$ cat config.mk
export PLATFORM = sky130hd
export DESIGN_NAME = scl_clock_gen
export DESIGN_NICKNAME = d
export VERILOG_FILES = /design/src/rtl/sclgen_pkg.sv /design/src/rtl/scl_gen_datapath.sv /design/src/rtl/scl_gen_control.sv /design/src/rtl/scl_clock_gen.sv
export SDC_FILE = /design/constraint.sdc
export NUM_CORES = 1
export LEC_CHECK = 0
export BUFFER_PORTS_ARGS = -buffer_cell sky130_fd_sc_hd__buf_2
export CORE_UTILIZATION = 57
export DETAILED_ROUTE_END_ITERATION = 10
export GPL_TIMING_DRIVEN = 0
export PLACE_DENSITY = 0.82
export SLEW_MARGIN = 20
export SYNTH_ARGS = -nofsm -noshare
export SYNTH_HDL_FRONTEND = slang
export SYNTH_SLANG_ARGS = --single-unit
$ cat constraint.sdc
create_clock -name clk -period 2.5 [get_ports clk]
set_input_delay 0.375 -clock clk [delete_from_list [all_inputs] [get_ports clk]]
set_output_delay 0.375 -clock clk [all_outputs]
set_load 0.03 [all_outputs]
$ cat src/rtl/sclgen_pkg.sv
package sclgen_pkg;

  // Sequencer phases; IDLE holds SCL released
  typedef enum logic [2:0] {
    PH_IDLE,
    PH_LOW_A,
    PH_LOW_B,
    PH_MID,
    PH_HIGH
  } phase_e;

  // Control-to-datapath strobes
  typedef struct packed {
    logic running;   // sequencer outside idle
    logic loadCfg;   // latch register settings into the active copy
  } dpCtrl_t;

endpackage

$ cat src/rtl/scl_gen_datapath.sv
module scl_gen_datapath
  import sclgen_pkg::*;
#(
  parameter int DIV_W = 6
) (
  input  logic             clk,
  input  logic             rstN,
  input  logic             regWrEn,
  input  logic [DIV_W+1:0] regWrData,
  output logic [DIV_W+1:0] regRdData,
  input  dpCtrl_t          ctrl,
  output logic             tick,
  output logic             actWide
);
  localparam int WideBit = DIV_W + 1;

  logic [DIV_W-1:0] cfgDiv, actDiv, cnt;
  logic             cfgWide;

  // Software-visible settings
  always_ff @(posedge clk or negedge rstN) begin
    if (!rstN) begin
      cfgDiv  <= '0;
      cfgWide <= 1'b0;
    end else if (regWrEn) begin
      cfgDiv  <= regWrData[DIV_W-1:0];
      cfgWide <= regWrData[WideBit];
    end
  end

  assign regRdData = {cfgWide, 1'b0, cfgDiv};

  // Active copy, refreshed only in idle or at a period boundary
  always_ff @(posedge clk or negedge rstN) begin
    if (!rstN) begin
      actDiv  <= '0;
      actWide <= 1'b0;
    end else if (ctrl.loadCfg) begin
      actDiv  <= cfgDiv;
      actWide <= cfgWide;
    end
  end

  // Phase prescaler: counts DIV down to zero, tick on zero
  assign tick = ctrl.running && (cnt == '0);

  always_ff @(posedge clk or negedge rstN) begin
    if (!rstN) begin
      cnt <= '0;
    end else if (!ctrl.running) begin
      cnt <= cfgDiv;
    end else if (cnt == '0) begin
      cnt <= ctrl.loadCfg ? cfgDiv : actDiv;
    end else begin
      cnt <= cnt - 1'b1;
    end
  end

endmodule

$ cat src/rtl/scl_gen_control.sv
module scl_gen_control
  import sclgen_pkg::*;
(
  input  logic    clk,
  input  logic    rstN,
  input  logic    enable,
  input  logic    tick,
  input  logic    actWide,
  output dpCtrl_t ctrl,
  output logic    scl,
  output logic    launchStb,
  output logic    sampleStb
);
  phase_e state, nextState;
  logic   launchNext, sampleNext;

  always_comb begin
    nextState = state;
    if (!enable) begin
      nextState = PH_IDLE;
    end else begin
      unique case (state)
        PH_IDLE:  nextState = PH_LOW_A;
        PH_LOW_A: if (tick) nextState = PH_LOW_B;
        PH_LOW_B: if (tick) nextState = PH_MID;
        PH_MID:   if (tick) nextState = PH_HIGH;
        PH_HIGH:  if (tick) nextState = PH_LOW_A;
        default:  nextState = PH_IDLE;
      endcase
    end
  end

  assign ctrl.running = (state != PH_IDLE);
  assign ctrl.loadCfg = (state == PH_IDLE) || (tick && state == PH_HIGH);

  assign scl = (state == PH_IDLE) || (state == PH_HIGH) ||
               (state == PH_MID && !actWide);

  assign launchNext = (nextState == PH_LOW_A) && (state != PH_LOW_A);
  assign sampleNext = enable && tick &&
                      ((state == PH_LOW_B && !actWide) ||
                       (state == PH_MID && actWide));

  always_ff @(posedge clk or negedge rstN) begin
    if (!rstN) begin
      state     <= PH_IDLE;
      launchStb <= 1'b0;
      sampleStb <= 1'b0;
    end else begin
      state     <= nextState;
      launchStb <= launchNext;
      sampleStb <= sampleNext;
    end
  end

endmodule

$ cat src/rtl/scl_clock_gen.sv
module scl_clock_gen
  import sclgen_pkg::*;
#(
  parameter int DIV_W = 6
) (
  input  logic             clk,
  input  logic             rstN,
  input  logic             enable,
  input  logic             regWrEn,
  input  logic [DIV_W+1:0] regWrData,
  output logic [DIV_W+1:0] regRdData,
  output logic             scl,
  output logic             launchStb,
  output logic             sampleStb
);
  dpCtrl_t ctrl;
  logic    tick, actWide;

  scl_gen_datapath #(.DIV_W(DIV_W)) u_dp (
    .clk       (clk),
    .rstN      (rstN),
    .regWrEn   (regWrEn),
    .regWrData (regWrData),
    .regRdData (regRdData),
    .ctrl      (ctrl),
    .tick      (tick),
    .actWide   (actWide)
  );

  scl_gen_control u_ctl (
    .clk       (clk),
    .rstN      (rstN),
    .enable    (enable),
    .tick      (tick),
    .actWide   (actWide),
    .ctrl      (ctrl),
    .scl       (scl),
    .launchStb (launchStb),
    .sampleStb (sampleStb)
  );

endmodule

==> results.py <==
metrics = {
    "power": {
        "internal-power_uw": 624,
        "powerDensity_mw_per_mm2": 696,
        "ir_worst_vdd_v": 0.000487,
        "p_seq_share_pct": 56.1,
        "p_leak_uw": 0.000583,
        "p_sw_uw": 291,
        "swShare_pct": 31.8,
        "power_frac_comb_pct": 24.5,
        "power_uw": 915,
        "pwr-share-clk_pct": 19.4,
    },
    "global_routing": {
        "first_global_vias": 788,
        "grt_usage_pct": 23.6,
        "antenna_found_initial": 0,
        "grt_pass1_wl_um": 3520,
        "grt_overflow_total": 0,
        "grt_max_degree": 26,
    },
    "cts": {
        "clockBufferDepth": 2,
        "clock-sinks": 25,
        "path_clk_slew_ns": 0.14,
        "root_buffer": "clkbuf_4",
        "hold_buffers": 0,
        "post_cts_resized": 0,
        "h-tree-depth": 1,
        "cts_inserted_buffers": 3,
        "postCtsSetupBuffers": 0,
        "insertion_delay_ns": 0.32,
        "tritoncts": "done",
    },
    "timing": {
        "tightest_slew_ns": 0.527,
        "clock_skew_ns": 0.00957,
        "period_needed_ns": 1.89,
        "relSlewSlack_pct": 64.9,
        "hold_violations": 0,
        "setup_ws_ns": 0.609,
        "fmax_mhz": 529,
        "slew_violations": 0,
        "setup_viol": 0,
        "fin_crit_sh_pct": 75.6,
        "rsz0062_at_grt": "false",
        "finalSetupTns_ns": 0,
    },
    "critical_path": {
        "crit_type": "flip-flop to flip-flop",
        "arrival_ns": 2.09,
        "crit_buf_inv": 2,
        "worstPathCellList": "inv_1 > ha_1 > nor2b_1 > a31oi_2 > buf_2 > o22ai_1 > a21oi_1",
        "cpPeakStageDelay_ns": 0.43,
        "start_kind": "flip-flop",
        "critPathTopFamily": "compound AO/OA/AOI/OAI gates",
        "setup.worst_path.start": "u_dp.cnt[0]",
        "cp_max_fo": 10,
        "worstPathRequired_ns": 2.70,
        "crit_path_top_delay_cell": "dfrtp_1",
        "crit_path_end_kind": "flip-flop",
        "r2r_start": "u_dp.cnt[0]",
    },
    "floorplanning": {
        "ioPinCount": 23,
        "die_x_um": 47.1,
        "start_util_pct": 63.8,
        "die-area_mm2": 0.00222,
        "rows": 15,
        "die_y_um": 47.1,
        "fp.coreArea_mm2": 0.00182,
    },
    "logic_synthesis": {
        "ys_seq_area_share_pct": 53.9,
        "synth_area_per_cell_um2": 11.3,
        "syn_nets": 117,
        "yosysUniqueCellTypes": 31,
        "synth_area_mm2": 0.00116,
        "async_reset_ff_share_pct": 100,
        "synth_edf_count": 0,
        "ys_ff_latch": 25,
        "synth_area_leaders": "dfrtp_1 (54%), mux2_2 (9.7%), nand2_1 (3.2%)",
        "yosysTopAreaCell": "dfrtp_1",
        "ys.flop_type": "dfrtp_1",
        "synth_top_area_share_pct": 53.9,
        "synthCells": 103,
        "ys_warn_count": 0,
    },
    "layout": {
        "insertedDiodeCount": 0,
        "postLayoutCellArea_mm2": 0.00132,
        "layout_common_cells": "dfrtp_1 (25), buf_2 (21), nand2_1 (10), mux2_2 (10), a21oi_1 (6)",
        "nFillCells": 145,
        "area_growth_pct": 13.3,
        "drive_above_1_share_pct": 32.5,
        "layout_commonest_cell": "dfrtp_1",
        "finalNetCount": 141,
    },
    "detailed_routing": {
        "wl_per_cell_um": 13.9,
        "via_per_inst": 5.53,
        "antenna_left": 0,
        "dr.pass1.iters": 4,
        "remaining_drc_errors": 0,
        "routed_wl_um": 2100,
        "drt-initial-drc-count": 25,
        "vias": 835,
    },
    "min_path": {
        "hold_path.class": "input pin to asynchronous set/reset pin",
    },
    "place": {
        "dp_hpwl_um": 1600,
        "globalplace.congestion": 0.837,
        "port_buffers": 19,
        "postPlaceCellArea_mm2": 0.00129,
        "place_ws_ns": 0.663,
    },
    "run": {
        "max-cap-violations": 0,
    },
    "status": {
        "run_status": "finished, final reports clean",
    },
}
metrics by stage:
step	utilization (%)	cells	hold WS, ns
2_1_floorplan	-	103	0.0794
3_3_place_gp	70.7	147	0.381
3_5_place_dp	70.7	147	0.387
4_1_cts	72.2	151	0.0318
5_1_grt	72.2	151	0.0636
6_report	72.2	151	0.0120
per-layer routing:
layer  GRT usage, %  wire length, um
met3           3.46               72
met5              0                0
met2           38.6             1020
met4           8.57               27
met1           32.0              982
synthesized netlist by cell type, types with 2 or more instances:
cell	count
buf_2	2
nand3b_1	3
o221ai_1	2
xor2_1	2
o22ai_1	4
a21oi_1	6
dfrtp_1	25
xnor2_1	4
nand2_1	10
mux2_2	10
o21ai_0	5
ha_1	2
inv_1	4
nor3_1	4
buf_4	2
nor2_1	3
flip-flops by register name, indices dropped and copies added, names as in the netlist:
signal,count
u_dp.actDiv,6
u_dp.cfgDiv,6
u_dp.cnt,6
u_ctl.state,3
u_ctl.launchStb,1
u_ctl.sampleStb,1
u_dp.actWide,1
u_dp.cfgWide,1
power by group through the flow:
| stage | Sequential (uW) | Clock [uW] | Combinational (uW) |
|---|---|---|---|
| floorplan | 532 | 0 | 149 |
| global placement | 517 | 0 | 216 |
| detailed placement | 522 | 0 | 223 |
| CTS | 514 | 182 | 226 |
| global route | 522 | 195 | 251 |
| finish | 514 | 177 | 224 |
cell families after synthesis:
kind of cell | after synthesis | share of synthesized area, %
fa+ha+maj | 2 | 2.15
other cells | 1 | 0.323
compound gates | 20 | 10.9
xor+xnor | 6 | 4.53
mux | 10 | 9.70
simple gates | 30 | 14.8
buf+inv | 9 | 3.77
flops | 25 | 53.9
path summary, 6_finish.rpt:
path / end / slack (ns) / cells past startpoint
hold reg to reg: u_dp.actDiv[0] / 0.50 / 2
setup / recovery: u_dp.cnt[3] / 0.61 / 7
setup reg to reg: u_dp.cnt[3] / 0.61 / 7
min in group clk: u_dp.cfgDiv[1] / 0.28 / 3
hold / removal: u_dp.actWide / 0.01 / 1
max in group asynchronous: u_dp.actDiv[5] / 2.13 / 1
final cells by class:
class / count / area, um^2 / share of cell area (%)
clock inverters: 1 / 5.00 / 0.381
multi-input cells: 69 / 492 / 37.4
plain buffers: 5 / 28.8 / 2.19
repair buffers: 19 / 95.1 / 7.23
well taps: 25 / 31.3 / 2.38
clock buffers: 3 / 22.5 / 1.71
flip-flops and latches: 25 / 626 / 47.6
inverters: 4 / 15.0 / 1.14
Note: power is estimated with default switching activity, not from simulation.
